[src/rtl/ilv_dram_pkg.sv]
package ilv_dram_pkg;

    localparam int BANKS = 4;
    localparam int LANES = 4;

    typedef enum logic [2:0] {
        ST_IDLE,
        ST_ROW,
        ST_RAS,
        ST_COL,
        ST_CAS,
        ST_RANN,
        ST_RREF
    } phase_e;

endpackage

[src/rtl/ilv_addr_map.sv]
module ilv_addr_map #(
    parameter int ROW_W  = 12,
    parameter int COL_W  = 10,
    parameter int BANK_W = 2,
    localparam int EFF_W = ROW_W + BANK_W + COL_W,
    localparam int ADDR_W = EFF_W + 1
) (
    input  logic [ADDR_W-1:0] addr,
    input  logic              ilv_en,
    output logic              leaf,
    output logic [BANK_W-1:0] bank,
    output logic [ROW_W-1:0]  row_ma,
    output logic [ROW_W-1:0]  col_ma
);
    logic [EFF_W-1:0] eff;

    always_comb begin
        eff    = ilv_en ? addr[ADDR_W-1:1] : addr[EFF_W-1:0];
        leaf   = ilv_en & addr[0];
        col_ma = ROW_W'(eff[COL_W-1:0]);
        bank   = eff[COL_W +: BANK_W];
        row_ma = eff[EFF_W-1 -: ROW_W];
    end
endmodule

[src/rtl/ilv_refresh_timer.sv]
module ilv_refresh_timer #(
    parameter int REF_INT = 64,
    localparam int TW = $clog2(REF_INT)
) (
    input  logic clk,
    input  logic rst,
    input  logic clear,
    output logic pend
);
    typedef struct packed {
        logic [TW-1:0] tmr;
        logic          pend;
    } tmr_t;

    tmr_t q, d;

    always_comb begin
        d = q;
        if (q.tmr == '0) begin
            d.tmr  = TW'(REF_INT - 1);
            d.pend = 1'b1;
        end else begin
            d.tmr  = q.tmr - 1'b1;
            d.pend = q.pend & ~clear;
        end
    end

    always_ff @(posedge clk) begin
        if (rst) begin
            q.tmr  <= TW'(REF_INT - 1);
            q.pend <= 1'b0;
        end else begin
            q <= d;
        end
    end

    assign pend = q.pend;
endmodule

[src/rtl/ilv_bank_precharge.sv]
module ilv_bank_precharge #(
    parameter int NCTR = 8,
    parameter int TRP  = 3,
    localparam int IW = $clog2(NCTR),
    localparam int CW = $clog2(TRP + 1)
) (
    input  logic            clk,
    input  logic            rst,
    input  logic            load_one,
    input  logic [IW-1:0]   load_idx,
    input  logic            load_all,
    output logic [NCTR-1:0] free
);
    logic [CW-1:0] cnt_q [NCTR];
    logic [CW-1:0] cnt_d [NCTR];

    always_comb begin
        for (int i = 0; i < NCTR; i++) begin
            if (load_all || (load_one && (load_idx == IW'(i))))
                cnt_d[i] = CW'(TRP);
            else if (cnt_q[i] != '0)
                cnt_d[i] = cnt_q[i] - 1'b1;
            else
                cnt_d[i] = cnt_q[i];
            free[i] = (cnt_q[i] == '0);
        end
    end

    always_ff @(posedge clk) begin
        for (int i = 0; i < NCTR; i++) begin
            if (rst) cnt_q[i] <= '0;
            else     cnt_q[i] <= cnt_d[i];
        end
    end
endmodule

[src/rtl/ilv_leaf_drive.sv]
module ilv_leaf_drive
    import ilv_dram_pkg::*;
#(
    parameter int MA_W = 12,
    localparam int BANK_W = $clog2(BANKS)
) (
    input  logic              clk,
    input  logic              rst,
    input  phase_e            phase,
    input  logic              sel,
    input  logic [BANK_W-1:0] bank,
    input  logic [LANES-1:0]  be,
    input  logic              wr,
    input  logic              pulse,
    input  logic              first_cas,
    input  logic [MA_W-1:0]   row_ma,
    input  logic [MA_W-1:0]   col_ma,
    input  logic [MA_W-1:0]   ref_ma,
    output logic [MA_W-1:0]   ma,
    output logic [BANKS-1:0]  ras_n,
    output logic [LANES-1:0]  cas_n,
    output logic              we_n,
    output logic              tx_n,
    output logic              le_n
);
    logic act, in_row, in_strobe, in_col, in_cas, arm_pulse;
    logic half_q, half_d;

    always_comb begin
        in_row    = (phase == ST_ROW) || (phase == ST_RAS);
        in_col    = (phase == ST_COL) || (phase == ST_CAS);
        in_cas    = (phase == ST_CAS);
        in_strobe = (phase == ST_RAS) || in_col;
        act       = sel && (in_row || in_col);
        arm_pulse = act && wr && pulse && first_cas;
        half_d    = arm_pulse;

        ma    = '0;
        ras_n = '1;
        cas_n = '1;
        we_n  = 1'b1;
        tx_n  = 1'b1;
        le_n  = 1'b1;

        if ((phase == ST_RANN) || (phase == ST_RREF)) begin
            ma = ref_ma;
            if (phase == ST_RREF) ras_n = '0;
        end else if (act) begin
            ma = in_row ? row_ma : col_ma;
            if (in_strobe) ras_n[bank] = 1'b0;
            if (wr && in_col) we_n = 1'b0;
            if (in_cas) begin
                cas_n = ~be;
                if (!wr) tx_n = 1'b0;
                if (wr && !pulse) le_n = 1'b0;
            end
            if (arm_pulse && !half_q) le_n = 1'b0;
        end
    end

    // the pulse ends at the falling edge inside its own clock
    always_ff @(negedge clk) begin
        if (rst) half_q <= 1'b0;
        else     half_q <= half_d;
    end
endmodule

[src/rtl/ilv_dram_ctrl.sv]
module ilv_dram_ctrl
    import ilv_dram_pkg::*;
#(
    parameter int ROW_W   = 12,
    parameter int COL_W   = 10,
    parameter int CAS_CYC = 2,
    parameter int TRP     = 3,
    parameter int REF_INT = 64,
    parameter int REF_CYC = 3,
    localparam int BANK_W = $clog2(BANKS),
    localparam int ADDR_W = ROW_W + BANK_W + COL_W + 1,
    localparam int MA_W   = ROW_W
) (
    input  logic              clk,
    input  logic              rst,
    input  logic              ilv_en,
    input  logic [1:0]        buf_mode,
    input  logic              req_valid,
    input  logic              req_write,
    input  logic [ADDR_W-1:0] req_addr,
    input  logic [LANES-1:0]  req_be,
    output logic              req_ready,
    output logic [MA_W-1:0]   ma_a,
    output logic [BANKS-1:0]  ras_a_n,
    output logic [LANES-1:0]  cas_a_n,
    output logic              we_a_n,
    output logic [MA_W-1:0]   ma_b,
    output logic [BANKS-1:0]  ras_b_n,
    output logic [LANES-1:0]  cas_b_n,
    output logic              we_b_n,
    output logic              ref_n,
    output logic              tx_a_n,
    output logic              tx_b_n,
    output logic              le_a_n,
    output logic              le_b_n
);
    localparam int CYC_MAX = (CAS_CYC > REF_CYC) ? CAS_CYC : REF_CYC;
    localparam int CNT_W   = $clog2(CYC_MAX) + 1;
    localparam int NPC     = 2 * BANKS;
    localparam int PCI_W   = $clog2(NPC);

    typedef struct packed {
        phase_e             phase;
        logic [CNT_W-1:0]   cnt;
        logic               leaf;
        logic [BANK_W-1:0]  bank;
        logic [MA_W-1:0]    row;
        logic [MA_W-1:0]    col;
        logic [LANES-1:0]   be;
        logic               wr;
        logic               pulse;
        logic [MA_W-1:0]    rrow;
    } ctl_t;

    ctl_t q, d;

    logic              in_leaf;
    logic [BANK_W-1:0] in_bank;
    logic [MA_W-1:0]   in_row, in_col;
    logic              ref_pend, start_ref, accept, first_cas;
    logic              load_one, load_all;
    logic [NPC-1:0]    bank_free;
    logic              unused_mode_lo;

    assign unused_mode_lo = buf_mode[0];

    ilv_addr_map #(.ROW_W(ROW_W), .COL_W(COL_W), .BANK_W(BANK_W)) u_map (
        .addr   (req_addr),
        .ilv_en (ilv_en),
        .leaf   (in_leaf),
        .bank   (in_bank),
        .row_ma (in_row),
        .col_ma (in_col)
    );

    ilv_refresh_timer #(.REF_INT(REF_INT)) u_rtmr (
        .clk   (clk),
        .rst   (rst),
        .clear (start_ref),
        .pend  (ref_pend)
    );

    ilv_bank_precharge #(.NCTR(NPC), .TRP(TRP)) u_pchg (
        .clk      (clk),
        .rst      (rst),
        .load_one (load_one),
        .load_idx ({q.leaf, q.bank}),
        .load_all (load_all),
        .free     (bank_free)
    );

    always_comb begin
        d         = q;
        load_one  = 1'b0;
        load_all  = 1'b0;
        first_cas = (q.phase == ST_CAS) && (q.cnt == CNT_W'(CAS_CYC - 1));
        start_ref = (q.phase == ST_IDLE) && ref_pend && (&bank_free);
        req_ready = (q.phase == ST_IDLE) && !ref_pend
                    && bank_free[PCI_W'({in_leaf, in_bank})];
        accept    = req_valid && req_ready;

        case (q.phase)
            ST_IDLE: begin
                if (start_ref) begin
                    d.phase = ST_RANN;
                end else if (accept) begin
                    d.phase = ST_ROW;
                    d.leaf  = in_leaf;
                    d.bank  = in_bank;
                    d.row   = in_row;
                    d.col   = in_col;
                    d.be    = req_be;
                    d.wr    = req_write;
                    d.pulse = buf_mode[1];
                end
            end
            ST_ROW: d.phase = ST_RAS;
            ST_RAS: d.phase = ST_COL;
            ST_COL: begin
                d.phase = ST_CAS;
                d.cnt   = CNT_W'(CAS_CYC - 1);
            end
            ST_CAS: begin
                if (q.cnt == '0) begin
                    d.phase  = ST_IDLE;
                    load_one = 1'b1;
                end else begin
                    d.cnt = q.cnt - 1'b1;
                end
            end
            ST_RANN: begin
                d.phase = ST_RREF;
                d.cnt   = CNT_W'(REF_CYC - 1);
            end
            ST_RREF: begin
                if (q.cnt == '0) begin
                    d.phase  = ST_IDLE;
                    d.rrow   = q.rrow + 1'b1;
                    load_all = 1'b1;
                end else begin
                    d.cnt = q.cnt - 1'b1;
                end
            end
            default: d.phase = ST_IDLE;
        endcase
    end

    always_ff @(posedge clk) begin
        if (rst) begin
            q       <= '0;
            q.phase <= ST_IDLE;
        end else begin
            q <= d;
        end
    end

    logic [MA_W-1:0]  ma_w    [2];
    logic [BANKS-1:0] ras_w   [2];
    logic [LANES-1:0] cas_w   [2];
    logic [1:0]       we_w, tx_w, le_w;

    for (genvar g = 0; g < 2; g++) begin : g_leaf
        ilv_leaf_drive #(.MA_W(MA_W)) u_drv (
            .clk       (clk),
            .rst       (rst),
            .phase     (q.phase),
            .sel       (q.leaf == 1'(g)),
            .bank      (q.bank),
            .be        (q.be),
            .wr        (q.wr),
            .pulse     (q.pulse),
            .first_cas (first_cas),
            .row_ma    (q.row),
            .col_ma    (q.col),
            .ref_ma    (q.rrow),
            .ma        (ma_w[g]),
            .ras_n     (ras_w[g]),
            .cas_n     (cas_w[g]),
            .we_n      (we_w[g]),
            .tx_n      (tx_w[g]),
            .le_n      (le_w[g])
        );
    end

    assign ma_a    = ma_w[0];
    assign ras_a_n = ras_w[0];
    assign cas_a_n = cas_w[0];
    assign we_a_n  = we_w[0];
    assign tx_a_n  = tx_w[0];
    assign le_a_n  = le_w[0];
    assign ma_b    = ma_w[1];
    assign ras_b_n = ras_w[1];
    assign cas_b_n = cas_w[1];
    assign we_b_n  = we_w[1];
    assign tx_b_n  = tx_w[1];
    assign le_b_n  = le_w[1];
    assign ref_n   = !((q.phase == ST_RANN) || (q.phase == ST_RREF));
endmodule

[config.mk]
export PLATFORM = sky130hd
export DESIGN_NAME = ilv_dram_ctrl
export DESIGN_NICKNAME = d
export VERILOG_FILES = /design/src/rtl/ilv_dram_pkg.sv /design/src/rtl/ilv_addr_map.sv /design/src/rtl/ilv_refresh_timer.sv /design/src/rtl/ilv_bank_precharge.sv /design/src/rtl/ilv_leaf_drive.sv /design/src/rtl/ilv_dram_ctrl.sv
export SDC_FILE = /design/constraint.sdc
export NUM_CORES = 1
export LEC_CHECK = 0
export BUFFER_PORTS_ARGS = -buffer_cell sky130_fd_sc_hd__clkbuf_2
export CAP_MARGIN = 10
export CORE_MARGIN = 1.5
export CORE_UTILIZATION = 56
export DETAILED_ROUTE_END_ITERATION = 7
export PLACE_DENSITY = 0.92
export SYNTH_ARGS = -nofsm -noshare
export SYNTH_HDL_FRONTEND = slang
export SYNTH_SLANG_ARGS = --single-unit
export TNS_END_PERCENT = 50
[constraint.sdc]
create_clock -name clk -period 3.4 [get_ports clk]
set_input_delay 1.02 -clock clk [delete_from_list [all_inputs] [get_ports clk]]
set_output_delay 1.02 -clock clk [all_outputs]
set_load 0.02 [all_outputs]
==> impl_metrics.ini, run 1 <==
[drt]
drt-total-wl_um = 10800
via_count = 3956
drt-initial-drc-count = 269
vias_per_cell = 5.56
dr.pass1.iters = 4
wl_per_cell_um = 15.1
drc = 0
ant_nets = 0

[clocking]
insertion_delay_ns = 0.39
htreeDepth = 3
tritoncts = built
cts_inserted_buffers = 9
clkSlewWorstSetupHoldPaths_ns = 0.08
cts-root-buf = clkbuf_8
cts.sinks = 74
cts_buffer_depth = 2

[global_routing]
grt_max_degree = 100
antenna_found_initial = 0
grt_usage_pct = 25.8
grt_first_pass_wirelength_um = 17200
grt_overflow_total = 0
grt_pass1_vias = 3744

[synth]
synthesis.nets = 568
synth-async-reset-ratio_pct = 0
yosys_register_bits = 74
synth_flop_cell = dfxtp_1
synth_area_um2 = 4390
synth_edf_count = 0
ys_types = 49
ys_seq_area_share_pct = 33.8
yosys_warnings = 0
syn-mean-instance-area_um2 = 8.45
synth_cells = 519

[outcome]
status = finished, violations left
violations = negative setup slack

[floorplanning]
start_util_pct = 57.3
io_pins = 84
core_um2 = 7650
dieArea_um2 = 8370
die_y_um = 91.5
row_count = 32
die_w_um = 91.5

[cells_and_area]
final_cell_mix = 79 x clkbuf_2, 73 x dfxtp_1, 48 x nor2_1
final_layout_size_suffix_gt1_share_pct = 26.6
mostFrequentLayoutCell = clkbuf_2
area_growth_pct = 17.8
layout.nets = 653
fillerInstances = 610
n_antenna_cell = 0

[sta]
setup_ws_ns = -0.339
drv_slew = 0
hold_viol = 0
tightest_slew_ns = 0.912
fin_skew_ns = 0.0496
rsz0062_at_grt = true
slew_headroom_pct = 39.2
whs_ns = 0.417
setup_violations = 3

[critical_path]
end_kind = output port
crit_chain = nor2_1 > o21bai_1 > buf_4
crit_type = flip-flop to output port
slowest_stage = dfxtp_2
crit_fanout = 1
cp-start-kind = flip-flop
required_ns = 2.38
max_stage_delay_ns = 0.31
worstPathArrival_ns = 2.72

[power_and_ir_drop]
p_leak_nw = 2.21
p_per_area_nw_per_um2 = 623
peakVddDrop_uv = 306

[place]
portBuffers = 82
hpwl_um = 7860
preCtsSetupSlack_ns = -0.0443
gp_congestion = 0.884

[worst_hold_path]
hold_class = flip-flop to flip-flop

[flow_run]
maxCapViolations = 0
-- per-layer routing --
layer	global-route usage [%]	share of wire (%)	wire length, µm
met1	32.1	43	4580
met2	42.6	49	5300
met3	4.69	5.6	601
met4	12.9	2.5	269
met5	0	0	0
-- per-stage QoR --
step	utilization (%)	TNS (ns)	power, mW	area (µm²)	std cells
after CTS	67.5	-0.706	3.22	5160	711
after global routing	67.6	-0.828	3.42	5170	711
final	67.6	-0.657	3.22	5170	711
after detailed placement	64.5	-0.0443	2.56	4930	692
after global placement	64.5	-0.0150	2.47	4930	692
after floorplan	-	-0.133	2.20	4390	519
-- where the power goes --
part	internal [mW]	switching (mW)	leakage [nW]
combinational	0.678	0.743	1.51
sequential	1.05	0.109	0.606
clock	0.278	0.366	0.0939
total	2.00	1.22	2.21
-- sequential cells by signal, summed over array words and instances, names as in the netlist --
name	flops
u_pchg.cnt_q	16
g_leaf.u_drv.half_q	2
q	49
u_rtmr.pend	1
u_rtmr.q	6
-- path summary, 6_finish.rpt --
path | from | depth (start not counted) | slack (ns) | to
max | g_leaf[1].u_drv.half_q | 3 | -0.34 | le_b_n
min | u_rtmr.q[1] | 1 | 0.42 | u_rtmr.q[1]
max reg2reg | q[45] | 4 | 0.17 | g_leaf[0].u_drv.half_q
min reg2reg | u_rtmr.q[1] | 1 | 0.42 | u_rtmr.q[1]
-- final cells by class --
class	instances	area [µm²]	area share, %
inverter	24	90.1	1.74
timing repair buffer	104	606	11.7
clock inverter	9	65.1	1.26
sequential	74	1480	28.7
tap	102	128	2.47
multi-input combinational	389	2670	51.7
clock buffer	9	124	2.40
-- what timing repair did --
action,in CTS,in global routing
gates resized for setup,9,4
endpoints found under the setup margin,6,3
buffers inserted,2,0
hold buffers,0,0
pin swaps,4,0
-- Yosys cell counts, drive strengths merged, types with 4 or more instances --
master | instances | area [µm²]
dfxtp | 74 | 1480
nor2 | 48 | 180
a21oi | 43 | 215
mux2i | 43 | 430
nand2 | 40 | 150
mux2 | 34 | 383
nor2b | 32 | 200
o21ai | 26 | 130
inv | 24 | 90.1
clkbuf | 18 | 67.6
nand2b | 16 | 100
xor2 | 16 | 140
buf | 13 | 86.3
ha | 13 | 163
nor3 | 10 | 50.1
xnor2 | 7 | 61.3
nand3 | 6 | 30.0
and2 | 5 | 31.3
nor3b | 5 | 37.5
a31oi | 4 | 25.0
and3 | 4 | 25.0
nand4 | 4 | 25.0
or3 | 4 | 30.0
-- critical path: cells and delay by family (launching register included) --
family / cells / cell delay (ns)
AOI/OAI and AO/OA: 1 / 0.12
DFF: 1 / 0.31
buffers and inverters: 1 / 0.16
and+or+nand+nor: 1 / 0.03
-- kinds of logic after synthesis --
group                    Yosys count  synth area share (%)
XOR/XNOR                          23                  4.59
flip-flops                        74                  33.8
adder cells (fa/ha/maj)           13                  3.71
multiplexers                      77                  18.5
AO/OA/AOI/OAI                     89                  11.8
buffers and inverters             56                  5.65
AND/OR/NAND/NOR                  187                  22.0
No activity file was read; power rests on OpenSTA's default activity.
==> run 2, diff against run 1 <==
CORE_UTILIZATION = 29   (was 56)
PLACE_DENSITY = 0.58   (was 0.92)
==> run 2 against run 1 <==
The flow finishes with violations (design-rule violations, negative setup slack). Sequential power hardly changed. Critical path type unchanged. Sequential share of layout area is 1.3 points lower. Setup slack lost 0.035 ns. Via count down 0.76%. Final area rose by 4.8%. First-iteration DRC count down 21%. Worst hold slack got worse by 0.016 ns. Clock skew up 0.0049 ns. Clock power up 51%. Flip-flop and latch count did not move.
==> impl_metrics.ini, run 2 (synthesis results as in run 1) <==
[global_routing]
grt_overflow_total = 0
grt_usage_pct = 14.8
antenna_found_initial = 0
grt_max_degree = 100
grt_pass1_vias = 3758
grt_first_pass_wirelength_um = 18700

[critical_path]
end_kind = output port
cpLargestDelayFamily = flip-flops
slowest_stage = dfxtp_1
crit_fanout = 1
crit_buf_inv = 1
cp-start-kind = flip-flop
worstPathArrival_ns = 2.75
crit_chain = nor2_1 > o21bai_1 > buf_4
max_stage_delay_ns = 0.30
crit_type = flip-flop to output port
required_ns = 2.38

[clocking]
cts.sinks = 74
clkSlewWorstSetupHoldPaths_ns = 0.05
hold_buffers = 0
tritoncts = built
cts-root-buf = clkbuf_16
insertion_delay_ns = 0.38
htreeDepth = 3
cts_buffer_depth = 2
cts_inserted_buffers = 9

[cells_and_area]
ff_latch_area_um2 = 1480
largest_reg_flops = 49
multi_input_area_um2 = 2690
regMostFlops = q
layout.nets = 653
final_cell_mix = 78 x clkbuf_2, 74 x dfxtp_1, 48 x nor2_1
top_regs = q x49, u_pchg.cnt_q x16, u_rtmr.q x6
fillerInstances = 1520
mostFrequentLayoutCell = clkbuf_2
final_layout_size_suffix_gt1_share_pct = 26.1
area_growth_pct = 23.5
n_antenna_cell = 0

[sta]
fin_skew_ns = 0.0545
setup_violations = 2
drv_slew = 0
tightest_slew_ns = 0.973
whs_ns = 0.400
setup_ws_ns = -0.375
slew_headroom_pct = 35.1
rsz0062_at_grt = true
hold_viol = 0

[outcome]
status = finished, violations left
violations = design-rule violations, negative setup slack

[place]
hpwl_um = 8600
portBuffers = 82
gp_congestion = 0.889
preCtsSetupSlack_ns = -0.128

[flow_run]
maxCapViolations = 0

[power_and_ir_drop]
p_per_area_nw_per_um2 = 652
peakVddDrop_uv = 299
p_leak_nw = 2.29

[floorplanning]
io_pins = 84
dieArea_um2 = 15900
start_util_pct = 29.9
core_um2 = 14600
die_y_um = 126
die_w_um = 126
row_count = 44

[drt]
vias_per_cell = 4.95
dr.pass1.iters = 6
via_count = 3926
drc = 4
wl_per_cell_um = 14.6
drt-initial-drc-count = 212
ant_nets = 0
drt-total-wl_um = 11600

[worst_hold_path]
hold_class = flip-flop to flip-flop
-- run 2: cell count changes in the layout (fill, tap and decap cells not counted), moves of 2 or more --
cell	before	now
buf_6	1	3
clkbuf_8	10	3
clkbuf_16	0	9
inv_6	4	0
clkinvlp_4	3	0
and2_1	3	5
clkbuf_1	0	3
-- run 2: repair_timing --
item                       in CTS  in global routing
setup buffers                   0                  2
gates resized for setup         4                 14
pin swaps                       0                  3
setup endpoints to repair       3                  9
hold endpoints to repair        0                  0
cloned                          0                  0
-- run 2: area by class of cell --
class                           instances  area share (%)
Sequential cell                        74            27.4
Tap cell                              184            4.25
Clock buffer                           14            4.88
Timing Repair Buffer                  104            11.4
Multi-Input combinational cell        389            49.7
Inverter                               24            1.66
Clock inverter                          4           0.786
-- run 2: report_power, final --
group / internal, mW / total [mW] / leakage, nW / switching (mW)
registers: 1.05 / 1.15 / 0.605 / 0.101
logic: 0.675 / 1.41 / 1.52 / 0.735
clock network: 0.611 / 0.968 / 0.158 / 0.357
-- run 2: worst paths after layout --
check / depth (start not counted) / from / endpoint / slack (ns)
worst min register to register: 1 / u_rtmr.q[1] / u_rtmr.q[1] / 0.40
worst min-delay path: 1 / u_rtmr.q[1] / u_rtmr.q[1] / 0.40
worst max-delay path: 3 / g_leaf[0].u_drv.half_q / le_a_n / -0.37
worst max register to register: 5 / q[46] / g_leaf[0].u_drv.half_q / 0.21
-- run 2: layer usage --
layer  GRT usage (%)  share of wire, %  up-vias
li1                -                 -     1947
met4            5.54               2.0        0
met5               0                 0        -
met3            3.10               6.2       16
met1            19.4                45     1843
met2            23.9                46      120
-- run 2: stage by stage --
step | area [µm²] | TNS, ns | std cells | total power, mW | util, %
6_report | 5410 | -0.725 | 793 | 3.53 | 37.0
3_3_place_gp | 5030 | -0.0973 | 774 | 2.49 | 34.4
5_1_grt | 5410 | -0.850 | 793 | 3.76 | 37.0
2_1_floorplan | 4390 | -0.133 | 519 | 2.20 | -
4_1_cts | 5350 | -0.973 | 791 | 3.54 | 36.6
3_5_place_dp | 5030 | -0.190 | 774 | 2.55 | 34.4
==> run 3, diff against run 2 <==
CAP_MARGIN = 20   (was 10)
SETUP_SLACK_MARGIN = 0.2   (was default)
SLEW_MARGIN = 20   (was default)
==> run 3 against run 2 <==
The run still ends with design-rule violations, negative setup slack left. Die area did not move. Sequential power about the same. Non-clock buffer count up 1. Via count increased by 1.5%. Final area grew 2.7%. Combinational power is 5% higher. Critical path depth stayed put. Critical path type unchanged.
==> impl_metrics.ini, run 3 (synthesis results as in run 1) <==
[outcome]
status = finished, violations left
violations = design-rule violations, negative setup slack

[cells_and_area]
largest_reg_flops = 49
layout.nets = 654
mostFrequentLayoutCell = clkbuf_2
n_antenna_cell = 0
final_layout_size_suffix_gt1_share_pct = 29.3
regMostFlops = q
final_cell_area_um2 = 5560
final_cell_mix = 76 x clkbuf_2, 73 x dfxtp_1, 46 x nor2_1
final_util_pct = 38.0
top_regs = q x49, u_pchg.cnt_q x16, u_rtmr.q x6
area_growth_pct = 26.7
fin_cells = 794

[place]
dp.cells = 774
portBuffers = 82
dpl_cell_area_um2 = 5060
preCtsSetupSlack_ns = -0.0761
gp_congestion = 0.915
hpwl_um = 8650

[floorplanning]
die_y_um = 126
die_w_um = 126
dieArea_um2 = 15900
row_count = 44
io_pins = 84
core_um2 = 14600
start_util_pct = 29.9

[sta]
fin_skew_ns = 0.0548
rsz0062_at_grt = true
hold_viol = 0
tightest_slew_ns = 0.947
whs_ns = 0.394
drv_slew = 0
tns_ns = -0.665
slew_headroom_pct = 36.9
setup_ws_ns = -0.335
setup_violations = 2

[drt]
wl_per_cell_um = 15.0
dr.pass1.iters = 8
ant_nets = 0
vias_per_cell = 5.02
drt-initial-drc-count = 299
via_count = 3984
drc = 1
drt-total-wl_um = 11900

[power_and_ir_drop]
p_sw_share_pct = 34.6
combinationalPowerShare_pct = 40.2
p_per_area_nw_per_um2 = 664
clkPwrFrac_pct = 28.4
total_power_mw = 3.69
peakVddDrop_uv = 240
pwr-share-seq_pct = 31.4
p_switching_mw = 1.28
p_leak_nw = 2.31
intPower_mw = 2.41

[global_routing]
grt_overflow_total = 0
grt_usage_pct = 15.3
grt_first_pass_wirelength_um = 19600
grt_pass1_vias = 3933
grt_max_degree = 100
antenna_found_initial = 0

[clocking]
htreeDepth = 3
cts.sinks = 74
tritoncts = built
clkSlewWorstSetupHoldPaths_ns = 0.06
insertion_delay_ns = 0.38
cts_buffer_depth = 2
cts-root-buf = clkbuf_16
cts_inserted_buffers = 9

[critical_path]
crit_type = flip-flop to output port
end_kind = output port
required_ns = 2.38
cp-start-kind = flip-flop
worstPathArrival_ns = 2.72
crit_fanout = 1

[worst_hold_path]
hold_class = flip-flop to flip-flop

[flow_run]
maxCapViolations = 0
==> run 3: cell types whose count changed in the layout (fill, tap and decap cells not counted), sizes merged <==
cell	before	now
clkbuf	93	88
buf	25	26
bufinv	1	2
clkinvlp	0	1
inv	25	26
clkinv	2	4
==> run 3: area by class of cell <==
type                       instances  area (µm²)
inverter                          24        90.1
multi-input combinational        389        2760
tap                              184         230
fill                            1539        9090
clock buffer                       9         225
sequential                        74        1480
timing repair buffer             105         656
clock inverter                     9         110
==> run 3: final timing paths <==
path	cells past startpoint	startpoint	end	slack (ns)
worst min register to register	1	u_rtmr.q[1]	u_rtmr.q[1]	0.39
worst min-delay path	1	u_rtmr.q[1]	u_rtmr.q[1]	0.39
worst max-delay path	3	g_leaf[0].u_drv.half_q	le_a_n	-0.34
worst max register to register	4	q[45]	g_leaf[1].u_drv.half_q	0.31
==> run 3: power by group through the flow <==
stage / sequential (mW) / combinational [mW] / clock (mW)
after global placement: 1.16 / 1.34 / 0.00553
after detailed placement: 1.17 / 1.40 / 0.00553
after CTS: 1.15 / 1.44 / 1.08
final: 1.16 / 1.48 / 1.05
after floorplan: 1.14 / 1.06 / 0.00553
after global routing: 1.18 / 1.63 / 1.12
==> run 3: per-layer routing <==
layer,wire (µm),share of wire (%),track usage [%],up-vias
met5,0,0,0,-
met4,261,2.2,5.61,0
met3,708,5.9,3.10,19
met2,5540,47,25.6,124
met1,5400,45,19.6,1890
li1,-,-,-,1951
==> run 3: repair_timing <==
action	in CTS	in global routing
cloned	0	0
pin swaps	6	4
endpoints found under the setup margin	11	22
resized for setup	18	20
setup buffers	2	1
hold buffers	0	0
==> run 3: critical path: stages (launching register included) <==
cell,delay [ns]
dfxtp_1,0.29
nor2_1,0.11
o21bai_2,0.07
clkbuf_8,0.16
